<file path="src/rtl/regsel_pkg.sv">
package regsel_pkg;

    localparam int ADDR_W = 6;

    typedef enum logic [1:0] {
        ST_RUN     = 2'd0,
        ST_RESTART = 2'd1,
        ST_CLEAR   = 2'd2,
        ST_RESUME  = 2'd3
    } vec_state_t;

    function automatic logic is_restart_addr(input logic [ADDR_W-1:0] a);
        return (a == ADDR_W'(22)) || (a == ADDR_W'(54));
    endfunction

    function automatic logic is_clear_addr(input logic [ADDR_W-1:0] a);
        return (a == ADDR_W'(23)) || (a == ADDR_W'(55));
    endfunction

    function automatic logic is_cmd_addr(input logic [ADDR_W-1:0] a);
        return is_restart_addr(a) || is_clear_addr(a);
    endfunction

endpackage

</file>
<file path="src/rtl/regsel_addr_reg.sv">
module regsel_addr_reg
    import regsel_pkg::*;
#(
    parameter logic [ADDR_W-1:0] RESET_ADDR = '1
) (
    input  logic              clk,
    input  logic              rst_n,
    input  logic              load_n,
    input  logic              auto_inc_i,
    input  logic [ADDR_W-1:0] bus_i,
    output logic [ADDR_W-1:0] addr_o,
    output logic [ADDR_W-1:0] addr_nxt_o,
    output logic              fall_o,
    output logic              rise_o
);

    logic              load_q;
    logic [ADDR_W-1:0] addr_q;

    assign fall_o = load_q & ~load_n;
    assign rise_o = ~load_q & load_n;
    assign addr_o = addr_q;

    always_comb begin
        addr_nxt_o = addr_q;
        if (fall_o) begin
            if (!auto_inc_i) begin
                addr_nxt_o = bus_i;
            end else if (!is_cmd_addr(addr_q)) begin
                addr_nxt_o = addr_q + ADDR_W'(1);
            end
        end
    end

    always_ff @(posedge clk or negedge rst_n) begin
        if (!rst_n) begin
            load_q <= 1'b1;
            addr_q <= RESET_ADDR;
        end else begin
            load_q <= load_n;
            addr_q <= addr_nxt_o;
        end
    end

    a_r2_hold_without_fall: assert property (@(posedge clk) disable iff (!rst_n)
        !fall_o |=> $stable(addr_q));

    a_r8_wrap_to_zero: assert property (@(posedge clk) disable iff (!rst_n)
        (fall_o && auto_inc_i && addr_q == '1) |=> (addr_q == '0));

    a_r9_cmd_sticky: assert property (@(posedge clk) disable iff (!rst_n)
        (fall_o && auto_inc_i && is_cmd_addr(addr_q)) |=> $stable(addr_q));

endmodule

</file>
<file path="src/rtl/regsel_decode.sv">
module regsel_decode
    import regsel_pkg::*;
#(
    parameter int NUM_DATA_REGS = 18
) (
    input  logic [ADDR_W-1:0]      addr_i,
    output logic [NUM_DATA_REGS:0] sel_o
);

    localparam int NSEL = NUM_DATA_REGS + 1;

    for (genvar i = 0; i < NSEL; i++) begin : g_sel
        assign sel_o[i] = (addr_i == ADDR_W'(i));
    end

endmodule

</file>
<file path="src/rtl/regsel_vec_fsm.sv">
module regsel_vec_fsm
    import regsel_pkg::*;
(
    input  logic              clk,
    input  logic              rst_n,
    input  logic              fall_i,
    input  logic              rise_i,
    input  logic [ADDR_W-1:0] addr_nxt_i,
    output logic              clk_en_o,
    output logic              restart_o,
    output logic              clear_o
);

    vec_state_t state_q, state_d;

    always_comb begin
        state_d = state_q;
        if (fall_i) begin
            if (is_restart_addr(addr_nxt_i)) begin
                state_d = ST_RESTART;
            end else if (is_clear_addr(addr_nxt_i)) begin
                state_d = ST_CLEAR;
            end else if (state_q != ST_RUN) begin
                state_d = ST_RESUME;
            end
        end else if (rise_i && state_q == ST_RESUME) begin
            state_d = ST_RUN;
        end
    end

    always_ff @(posedge clk or negedge rst_n) begin
        if (!rst_n) state_q <= ST_RUN;
        else        state_q <= state_d;
    end

    always_comb begin
        clk_en_o  = 1'b0;
        restart_o = 1'b0;
        clear_o   = 1'b0;
        unique case (state_q)
            ST_RUN:     clk_en_o  = 1'b1;
            ST_RESTART: restart_o = 1'b1;
            ST_CLEAR:   clear_o   = 1'b1;
            ST_RESUME:  clk_en_o  = 1'b0;
            default:    clk_en_o  = 1'b0;
        endcase
    end

    a_r5_clear_entry: assert property (@(posedge clk) disable iff (!rst_n)
        (fall_i && is_clear_addr(addr_nxt_i)) |=> (clear_o && !clk_en_o));

    a_r6_restart_reload: assert property (@(posedge clk) disable iff (!rst_n)
        (restart_o && fall_i && is_restart_addr(addr_nxt_i)) |=> restart_o);

    a_r7_wait_for_rise: assert property (@(posedge clk) disable iff (!rst_n)
        (state_q == ST_RESUME && !rise_i && !fall_i) |=> !clk_en_o);

    a_r7_resume_on_rise: assert property (@(posedge clk) disable iff (!rst_n)
        (state_q == ST_RESUME && rise_i) |=> clk_en_o);

endmodule

</file>
<file path="src/rtl/regsel_vector_ctrl.sv">
module regsel_vector_ctrl
    import regsel_pkg::*;
#(
    parameter int                NUM_DATA_REGS = 18,
    parameter logic [ADDR_W-1:0] RESET_ADDR    = '1
) (
    input  logic                     clk,
    input  logic                     rst_n,
    input  logic                     load_n,
    input  logic                     auto_inc_i,
    input  logic [ADDR_W-1:0]        bus_i,
    output logic [ADDR_W-1:0]        addr_o,
    output logic [NUM_DATA_REGS:0]   sel_o,
    output logic                     clk_en_o,
    output logic                     restart_o,
    output logic                     clear_o
);

    logic [ADDR_W-1:0] addr_nxt;
    logic              fall;
    logic              rise;

    regsel_addr_reg #(.RESET_ADDR(RESET_ADDR)) u_addr (
        .clk        (clk),
        .rst_n      (rst_n),
        .load_n     (load_n),
        .auto_inc_i (auto_inc_i),
        .bus_i      (bus_i),
        .addr_o     (addr_o),
        .addr_nxt_o (addr_nxt),
        .fall_o     (fall),
        .rise_o     (rise)
    );

    regsel_decode #(.NUM_DATA_REGS(NUM_DATA_REGS)) u_dec (
        .addr_i (addr_o),
        .sel_o  (sel_o)
    );

    regsel_vec_fsm u_fsm (
        .clk        (clk),
        .rst_n      (rst_n),
        .fall_i     (fall),
        .rise_i     (rise),
        .addr_nxt_i (addr_nxt),
        .clk_en_o   (clk_en_o),
        .restart_o  (restart_o),
        .clear_o    (clear_o)
    );

    a_r3_at_most_one_sel: assert property (@(posedge clk) disable iff (!rst_n)
        $onehot0(sel_o));

    a_r4_cmd_gates_clock: assert property (@(posedge clk) disable iff (!rst_n)
        (restart_o || clear_o) |-> !clk_en_o);

    a_r4_cmd_exclusive: assert property (@(posedge clk) disable iff (!rst_n)
        !(restart_o && clear_o));

endmodule

</file>
<file path="config.mk">
export PLATFORM = sky130hd
export DESIGN_NAME = regsel_vector_ctrl
export DESIGN_NICKNAME = d
export VERILOG_FILES = /design/src/rtl/regsel_pkg.sv /design/src/rtl/regsel_addr_reg.sv /design/src/rtl/regsel_decode.sv /design/src/rtl/regsel_vec_fsm.sv /design/src/rtl/regsel_vector_ctrl.sv
export SDC_FILE = /design/constraint.sdc
export NUM_CORES = 1
export LEC_CHECK = 0
export ABC_CLOCK_PERIOD_IN_PS = 1800
export CORE_MARGIN = 1.5
export CORE_UTILIZATION = 55
export CTS_CLUSTER_DIAMETER = 40
export DETAILED_ROUTE_END_ITERATION = 12
export DONT_BUFFER_PORTS = 1
export HOLD_SLACK_MARGIN = 0.05
export PLACE_DENSITY = 0.7
export SLEW_MARGIN = 10
export SYNTH_ARGS = -nofsm -noshare
export SYNTH_HDL_FRONTEND = slang
export SYNTH_SLANG_ARGS = --single-unit
</file>
<file path="constraint.sdc">
create_clock -name clk -period 1.8 [get_ports clk]
set_clock_uncertainty 0.05 [all_clocks]
set_input_delay 0.45 -clock clk [delete_from_list [all_inputs] [get_ports clk]]
set_output_delay 0.45 -clock clk [all_outputs]
set_load 0.05 [all_outputs]
</file>
==> results of run 1 <==
Yosys cell counts:
master     instances
nor2_1            22
nand2_1           13
a21oi_1            7
dfstp_2            7
nand2b_1           5
o22ai_1            5
and3_1             4
ha_1               4
inv_1              4
nor3_1             3
a211oi_1           2
and3b_1            2
buf_4              2
buf_6              2
dfrtp_1            2
nand3_1            2
nor2b_1            2
o21ai_0            2
a211oi_2           1
a21boi_0           1
a2bb2oi_1          1
a2bb2oi_2          1
a41oi_2            1
and2b_1            1
buf_2              1
clkbuf_1           1
mux2i_1            1
nand4_1            1
nand4b_2           1
nor3_2             1
nor4b_1            1
o211ai_2           1
o21ai_2            1
o2bb2ai_1          1
o31ai_1            1
or2_1              1
or2_2              1
or3b_4             1
xnor2_1            1
cells by family after synthesis:
logic type,synth area share (%)
AO/OA/AOI/OAI,21.79
multiplexers,1.154
adder cells (fa/ha/maj),5.772
XOR/XNOR,1.010
buffers and inverters,7.069
AND/OR/NAND/NOR,36.22
flip-flops,26.98
through the flow:
stage                   instance area, um^2  setup TNS, ns
after global placement                 1483        -0.7336
after floorplan                        1040         -2.165
==> impl_metrics.env, run 1 <==
export IMPL_synth_area_leaders="dfstp_2 21%, nor2_1 9.5%, dfrtp_1 5.8%, ha_1 5.8%, nand2_1 5.6%"
export IMPL_netlist_area_leader_share_pct=21.21
export IMPL_ys_types=39
export IMPL_synth_seq_area_share_pct=26.98
export IMPL_error="[ERROR DPL-0033] detailed placement checks failed during check placement."
export IMPL_ys_seq_elements=9
export IMPL_failed_stage="detailed placement (3_5_place_dp)"
export IMPL_chipWidth_um=42.71
export IMPL_place_gp_congestion=0.9411
export IMPL_die_h_um=42.71
export IMPL_rows=14
export IMPL_avgSynthCellArea_um2=7.812
export IMPL_place_hpwl_um=3203
export IMPL_ys_warn_count=0
export IMPL_yosysTopAreaCell="dfstp_2"
export IMPL_ios=38
export IMPL_syn_inst=111
export IMPL_status="stopped before the end"
export IMPL_syn_nets=125
export IMPL_syn_area_um2=867.1
export IMPL_numPortBuffers=0
export IMPL_start_util_pct=58.24
==> inputs of run 2 (changes only) <==
Settings changed: ABC_CLOCK_PERIOD_IN_PS 1800 to 2350, CORE_AREA set to 2 2 63 65, CORE_MARGIN 1.5 to unset, CORE_UTILIZATION 55 to unset, CTS_CLUSTER_DIAMETER 40 to unset, DIE_AREA set to 0 0 65 67, HOLD_SLACK_MARGIN 0.05 to unset, PLACE_DENSITY 0.7 to unset, PLACE_DENSITY_LB_ADDON set to 0.15.
Clock period 1.8 ns to 2.35 ns, I/O delays scaled along.
==> impl_metrics.env, run 2 <==
export IMPL_status="complete, no violations"
export IMPL_syn_area_um2=867.1
export IMPL_multiInputGateArea_um2=589.3
export IMPL_place_gp_congestion=0.7817
export IMPL_clk_pin_slew_ns=0.05
export IMPL_worstMarginPinSlew_ns=0.3372
export IMPL_cap_violations=0
export IMPL_final_fill_count=382
export IMPL_finalCritPeriodShare_pct=93.95
export IMPL_endpoint_kind="primary output"
export IMPL_ys_types=39
export IMPL_slew_headroom_pct=77.20
export IMPL_area_growth_pct=44.30
export IMPL_wl_um=2605
export IMPL_netSwitchingPower_uw=541.0
export IMPL_final_period_minus_worst_setup_slack_ns=2.208
export IMPL_switching_share_pct=49.63
export IMPL_crit_type="reg2out"
export IMPL_rsz0062_at_grt="false"
export IMPL_chipWidth_um=65
export IMPL_synth_flop_cell="dfstp_2"
export IMPL_critPathLaunch="u_addr.addr_o[0]"
export IMPL_clk_path_buf_depth=2
export IMPL_p_total_uw=1090
export IMPL_postRouteAntennaNets=0
export IMPL_dr_pass1_iters=4
export IMPL_grt_pass1_vias=861
export IMPL_largest_register_ff_count=6
export IMPL_timing_fmax_mhz=452.9
export IMPL_grt_antenna_before_repair=0
export IMPL_worstReg2RegStart="u_addr.addr_o[0]"
export IMPL_arrival_ns=1.57
export IMPL_p_leak_uw=0.0005525
export IMPL_htreeDepth=1
export IMPL_setup_slack_ns=0.1422
export IMPL_setup_viol_count_final=0
export IMPL_placed_cells=183
export IMPL_syn_inst=111
export IMPL_layout_common_cells="26 x buf_4, 19 x nor2_1, 13 x nand2_1, 7 x a21oi_1, 7 x dfstp_2"
export IMPL_clockPowerShare_pct=16.5
export IMPL_gr_total_overflow=0
export IMPL_numPortBuffers=0
export IMPL_p_seq_share_pct=27.6
export IMPL_syn_nets=125
export IMPL_cts_sinks=9
export IMPL_num_antenna_cells=0
export IMPL_ys_seq_elements=9
export IMPL_share_comb_of_total_power_pct=55.9
export IMPL_drt_iter0_markers=20
export IMPL_cts_buffers=3
export IMPL_netlist_area_leader_share_pct=21.21
export IMPL_cp_start_kind="flop"
export IMPL_insertion_delay_ns=0.23
export IMPL_ir_drop_v=0.0003770
export IMPL_path_max_fanout=5
export IMPL_avgSynthCellArea_um2=7.812
export IMPL_synth_seq_area_share_pct=26.98
export IMPL_grt_pass1_wl_um=4126
export IMPL_synth_most_common_cell="nor2_1"
export IMPL_vias_per_cell=4.679
export IMPL_yosys_top_cells_count="22 x nor2_1, 13 x nand2_1, 7 x a21oi_1, 7 x dfstp_2"
export IMPL_drive_gt1_share_pct=39.44
export IMPL_final_cells=190
export IMPL_power_density_mw_per_mm2=871.3
export IMPL_p_int_uw=549.2
export IMPL_pre_cts_ws_ns=0.1985
export IMPL_wl_per_cell_um=13.71
export IMPL_cts_tree="done"
export IMPL_synth_area_leaders="dfstp_2 21%, nor2_1 9.5%, dfrtp_1 5.8%, ha_1 5.8%, nand2_1 5.6%"
export IMPL_die_h_um=67
export IMPL_dr_total_vias=889
export IMPL_rows=22
export IMPL_drc=0
export IMPL_synth_edf_count=0
export IMPL_core_mm2=0.003606
export IMPL_hold_path_class="in2async"
export IMPL_maxSlewViolCount=0
export IMPL_root_buffer="clkbuf_8"
export IMPL_ys_warn_count=0
export IMPL_ios=38
export IMPL_hold_viol=0
export IMPL_layout_commonest_cell="buf_4"
export IMPL_place_hpwl_um=2078
export IMPL_seq_area_um2=234.0
export IMPL_yosysTopAreaCell="dfstp_2"
export IMPL_die_area_mm2=0.004355
export IMPL_synth_async_reset_ratio_pct=100.0
export IMPL_nets=157
export IMPL_grt_use_total_pct=12.40
export IMPL_start_util_pct=24.05
export IMPL_worstPathRequired_ns=1.71
export IMPL_grt_start_max_net_pins=19
-- run 2: metal layers --
metal	share of wire, %	vias to the layer above	track usage, %
met4	2.4	0	5.585
met5	0	-	0
met3	6.8	8	2.365
met2	46	36	22.16
li1	-	447	-
met1	45	398	14.24
-- run 2: final timing paths --
path,slack (ns),cells past startpoint,endpoint
setup / recovery,0.14,5,sel_o[5]
hold / removal,0.15,0,u_addr.addr_o[0]
setup reg to reg,0.24,7,u_fsm.state_q[1]
hold reg to reg,0.49,2,u_addr.addr_o[5]
max in group asynchronous,1.57,1,u_fsm.state_q[1]
min in group clk,0.30,0,u_addr.load_q
-- run 2: area by class of cell --
cell class / instances / area share [%]
Multi-Input combinational cell: 92 / 47.10
Timing Repair Buffer: 33 / 24.60
Sequential cell: 9 / 18.70
Tap cell: 48 / 4.800
Clock buffer: 4 / 3.600
Inverter: 4 / 1.200
-- run 2: kinds of logic after synthesis --
| logic type | share of synthesized area, % |
|---|---|
| mux | 1.154 |
| buf+inv | 7.069 |
| flops | 26.98 |
| simple gates | 36.22 |
| compound gates | 21.79 |
| fa+ha+maj | 5.772 |
| xor+xnor | 1.010 |
-- run 2: repair_timing --
item / in CTS / in global routing
resized for setup: 0 / 2
hold buffers: 1 / 0
buffers inserted: 0 / 2
setup endpoints to repair: 0 / 3
hold endpoints to repair: 2 / 0
-- run 2: power by group through the flow --
stage | Combinational (uW) | Clock (uW) | Sequential [uW]
after floorplan | 382 | 0 | 368
after global placement | 597 | 0 | 303
after detailed placement | 595 | 0 | 308
after CTS | 600 | 189 | 306
after global routing | 650 | 199 | 318
final | 610 | 180 | 301
-- run 2: per-stage QoR --
stage	cell area (um^2)	utilization, %	setup TNS, ns	hold slack (ns)
floorplan	884.6	-	-0.3327	0.2419
global placement	1174	32.55	0	0.2425
detailed placement	1174	32.55	0	0.2424
CTS	1229	34.07	0	0.1388
global route	1251	34.70	0	0.1345
finish	1251	34.70	0	0.1484
-- run 2: worst max-delay path, cell delays in order (launching register included) --
cell and delay [ns]:
dfstp_2 0.57, buf_6 0.18, ha_1 0.19, nand2_1 0.09, nor2_1 0.13, buf_6 0.18
Power figures use the tool's default switching activity.
==> inputs of run 3 (changes only) <==
Settings changed: ABC_CLOCK_PERIOD_IN_PS 2350 to 2400.
Clock period 2.35 ns to 2.4 ns, I/O delays scaled along.
==> impl_metrics.env, run 3 (synthesis gave the netlist of run 2 again) <==
export IMPL_die_h_um=67
export IMPL_wl_um=2520
export IMPL_core_mm2=0.003606
export IMPL_cts_hold_buf=0
export IMPL_root_buffer="clkbuf_8"
export IMPL_ir_drop_v=0.0002780
export IMPL_layout_common_cells="24 x buf_4, 22 x nor2_1, 12 x nand2_1, 7 x a21oi_1, 7 x dfstp_2"
export IMPL_slew_headroom_pct=66.61
export IMPL_setup_viol_count_final=0
export IMPL_htreeDepth=1
export IMPL_largest_register_ff_count=6
export IMPL_cts_buffers=3
export IMPL_drc=0
export IMPL_cts_tree="done"
export IMPL_place_hpwl_um=2067
export IMPL_start_util_pct=24.05
export IMPL_rows=22
export IMPL_drive_gt1_share_pct=35.56
export IMPL_cp_start_kind="flop"
export IMPL_grt_antenna_before_repair=0
export IMPL_postRouteAntennaNets=0
export IMPL_dr_total_vias=880
export IMPL_pre_cts_ws_ns=0.2663
export IMPL_cap_violations=0
export IMPL_worstMarginPinSlew_ns=0.5026
export IMPL_final_fill_count=402
export IMPL_grt_use_total_pct=12.44
export IMPL_clk_pin_slew_ns=0.05
export IMPL_hold_viol=0
export IMPL_worstPathRequired_ns=1.75
export IMPL_postCtsSetupBuffers=0
export IMPL_p_leak_uw=0.0005118
export IMPL_area_growth_pct=32.61
export IMPL_holdWs_ns=0.01549
export IMPL_grt_start_max_net_pins=19
export IMPL_cts_sinks=9
export IMPL_gr_total_overflow=0
export IMPL_ios=38
export IMPL_final_period_minus_worst_setup_slack_ns=2.292
export IMPL_tns_ns=0
export IMPL_path_max_fanout=7
export IMPL_status="complete, no violations"
export IMPL_maxSlewViolCount=0
export IMPL_p_total_uw=1031
export IMPL_num_antenna_cells=0
export IMPL_grt_pass1_wl_um=4202
export IMPL_crit_type="reg2out"
export IMPL_insertion_delay_ns=0.23
export IMPL_numPortBuffers=0
export IMPL_endpoint_kind="primary output"
export IMPL_timing_fmax_mhz=436.4
export IMPL_grt_pass1_vias=897
export IMPL_clk_path_buf_depth=2
export IMPL_vias_per_cell=4.809
export IMPL_chipWidth_um=65
export IMPL_nets=150
export IMPL_place_gp_congestion=0.7768
export IMPL_die_area_mm2=0.004355
export IMPL_setup_slack_ns=0.1083
export IMPL_drt_iter0_markers=25
export IMPL_arrival_ns=1.64
export IMPL_layout_commonest_cell="buf_4"
export IMPL_power_density_mw_per_mm2=896.7
export IMPL_hold_path_class="in2async"
export IMPL_dr_pass1_iters=4
export IMPL_finalCritPeriodShare_pct=95.49
export IMPL_wl_per_cell_um=13.77
export IMPL_rsz0062_at_grt="false"
-- run 3: cell count changes in the layout (fill, tap and decap cells not counted) --
cell and change:
nor2_1 +3, buf_4 -2, nand2_2 +1, buf_6 -1
dlygate4sd3_1 -1, buf_12 -3, nor2_2 -3, nand2_1 -1
-- run 3: worst paths after layout --
path | startpoint | end | slack [ns] | cells past startpoint
setup / recovery | u_addr.addr_o[1] | sel_o[1] | 0.11 | 5
hold / removal | rst_n | u_fsm.state_q[0] | 0.02 | 0
setup reg to reg | u_addr.addr_o[1] | u_fsm.state_q[0] | 0.25 | 7
hold reg to reg | u_addr.load_q | u_fsm.state_q[0] | 0.54 | 2
max in group asynchronous | rst_n | u_addr.addr_o[5] | 2.12 | 0
min in group clk | load_n | u_addr.load_q | 0.31 | 0
-- run 3: cell type report --
cell class | instances | area (um^2) | share of cell area, %
Clock buffer | 4 | 45.04 | 3.917
Inverter | 4 | 15.01 | 1.306
Multi-Input combinational cell | 92 | 584.3 | 50.82
Sequential cell | 9 | 234.0 | 20.35
Tap cell | 48 | 60.06 | 5.223
Timing Repair Buffer | 26 | 211.5 | 18.39
-- run 3: routing by layer --
metal / GRT usage (%) / routed length, um
met5: 0 / 0
met4: 4.787 / 17
met1: 13.14 / 1042
met2: 23.71 / 1248
met3: 2.872 / 212
-- run 3: through the flow --
stage | area, um^2 | utilization, % | instances
final | 1150 | 31.89 | 183
after global routing | 1150 | 31.89 | 183
after CTS | 1144 | 31.71 | 183
after detailed placement | 1099 | 30.46 | 179
after global placement | 1099 | 30.46 | 179
after floorplan | 877.1 | - | 111
-- run 3: repair_timing --
| item | CTS | global route |
|---|---|---|
| hold endpoints to repair | 0 | 0 |
| resized for setup | 0 | 2 |
| endpoints found under the setup margin | 0 | 6 |
-- run 3: report_power, final --
group	total [uW]	internal, uW	switching (uW)
clock network	177	116	61.1
logic	552	183	369
registers	302	213	88.7
total	1030	512	519
-- run 3: worst max-delay path, cell delays in order, from the launching register on --
cell,delay [ns]
dfstp_2,0.59
buf_6,0.18
inv_1,0.07
ha_1,0.20
and3b_1,0.18
buf_4,0.18
==> inputs of run 4 (changes only) <==
Settings changed: RECOVER_POWER set to 100.
==> impl_metrics.env, run 4 (synthesis gave the netlist of run 2 again) <==
export IMPL_status="complete, no violations"
export IMPL_grt_busiest_layer="met2"
export IMPL_drc=0
export IMPL_use_met1_pct=13.14
export IMPL_rows=22
export IMPL_endpoint_kind="primary output"
export IMPL_tns_ns=0
export IMPL_wl_per_cell_um=13.87
export IMPL_largest_register_ff_count=6
export IMPL_rsz0062_at_grt="false"
export IMPL_power_density_mw_per_mm2=914.2
export IMPL_pre_cts_ws_ns=0.2663
export IMPL_netSwitchingPower_uw=517.1
export IMPL_clk_pin_slew_ns=0.05
export IMPL_vias_per_cell=4.765
export IMPL_worstMarginPinSlew_ns=0.7381
export IMPL_ir_drop_v=0.0002673
export IMPL_dr_pass1_iters=4
export IMPL_p_int_uw=487.3
export IMPL_finalCritPeriodShare_pct=95.51
export IMPL_grt_pass1_wl_um=4202
export IMPL_final_cells=183
export IMPL_insertion_delay_ns=0.23
export IMPL_ios=38
export IMPL_layout_commonest_cell="nor2_1"
export IMPL_layout_common_cells="22 x nor2_1, 12 x nand2_1, 7 x a21oi_1, 7 x clkbuf_4, 7 x buf_4"
export IMPL_postCtsSetupBuffers=0
export IMPL_drive_gt1_share_pct=29.63
export IMPL_slew_headroom_pct=50.79
export IMPL_numPortBuffers=0
export IMPL_area_growth_pct=26.70
export IMPL_cap_violations=0
export IMPL_nets=150
export IMPL_htreeDepth=1
export IMPL_cts_tree="done"
export IMPL_setup_slack_ns=0.1077
export IMPL_place_hpwl_um=2067
export IMPL_ctsResizeCount=0
export IMPL_cts_hold_buf=0
export IMPL_hold_viol=0
export IMPL_share_comb_of_total_power_pct=52.7
export IMPL_grt_start_max_net_pins=19
export IMPL_placed_cells=179
export IMPL_grt_pass1_vias=897
export IMPL_r2r_slack_ns=0.24
export IMPL_num_antenna_cells=0
export IMPL_final_period_minus_worst_setup_slack_ns=2.292
export IMPL_root_buffer="clkbuf_8"
export IMPL_place_gp_congestion=0.7768
export IMPL_setup_viol_count_final=0
export IMPL_core_mm2=0.003606
export IMPL_grt_use_total_pct=12.44
export IMPL_cp_start_kind="flop"
export IMPL_wl_um=2538
export IMPL_die_h_um=67
export IMPL_start_util_pct=24.05
export IMPL_arrival_ns=1.64
export IMPL_met3_usage_pct=2.872
export IMPL_path_max_fanout=7
export IMPL_p_seq_share_pct=29.6
export IMPL_hold_path_class="in2async"
export IMPL_maxSlewViolCount=0
export IMPL_p_leak_uw=0.0004789
export IMPL_timing_fmax_mhz=436.2
export IMPL_clk_path_buf_depth=2
export IMPL_drt_iter0_markers=15
export IMPL_crit_type="reg2out"
export IMPL_clockPowerShare_pct=17.7
export IMPL_dr_total_vias=872
export IMPL_grt_antenna_before_repair=0
export IMPL_cts_sinks=9
export IMPL_die_area_mm2=0.004355
export IMPL_switching_share_pct=51.48
export IMPL_cts_buffers=3
export IMPL_chipWidth_um=65
export IMPL_gr_total_overflow=0
export IMPL_use_met2_pct=23.71
export IMPL_worstPathRequired_ns=1.75
export IMPL_postRouteAntennaNets=0
[run 4: changes by cell type in the layout (fill, tap and decap cells not counted), sizes merged]
cell    previous run  this run
clkbuf             4        22
buf               26         8
[run 4: worst paths after layout]
path	start	endpoint	cells after the start
min	rst_n	u_fsm.state_q[0]	0
max in group asynchronous	rst_n	u_addr.addr_o[5]	0
min in group clk	load_n	u_addr.load_q	0
max	u_addr.addr_o[1]	sel_o[1]	5
min reg2reg	u_addr.load_q	u_fsm.state_q[0]	2
max reg2reg	u_addr.addr_o[4]	u_fsm.state_q[0]	7
[run 4: cell type report]
cell class	count	area [um^2]
Inverter	4	15.01
Tap cell	48	60.06
Multi-Input combinational cell	92	579.3
Sequential cell	9	234.0
Clock buffer	4	45.04
Fill cell	412	2507
Timing Repair Buffer	26	165.2
[run 4: critical path, cell delays in order, from the launching register on]
cell and delay (ns):
dfstp_2 0.59, buf_6 0.18, inv_1 0.07, ha_1 0.20, and3b_1 0.18, buf_4 0.18
[run 4: layer usage]
metal	share of wire (%)	vias to the layer above
li1	-	435
met1	43	404
met2	50	31
met3	7.0	2
met4	0.59	0
met5	0	-
[run 4: through the flow]
stage | area, um^2 | total power, uW | hold WS, ns | util (%)
2_1_floorplan | 877.1 | 730.1 | 0.2544 | -
3_3_place_gp | 1099 | 854.2 | 0.2549 | 30.46
3_5_place_dp | 1099 | 856.8 | 0.2551 | 30.46
4_1_cts | 1144 | 1037 | 0.01244 | 31.71
5_1_grt | 1099 | 1078 | 0.004889 | 30.46
6_report | 1099 | 1004 | 0.01540 | 30.46
[run 4: power by group through the flow]
stage                     logic, uW  registers [uW]  clock network [uW]
after global routing            575             312                 191
final                           529             298                 177
after global placement          551             304                   0
after detailed placement        553             304                   0
after CTS                       554             303                 180
after floorplan                 370             360                   0
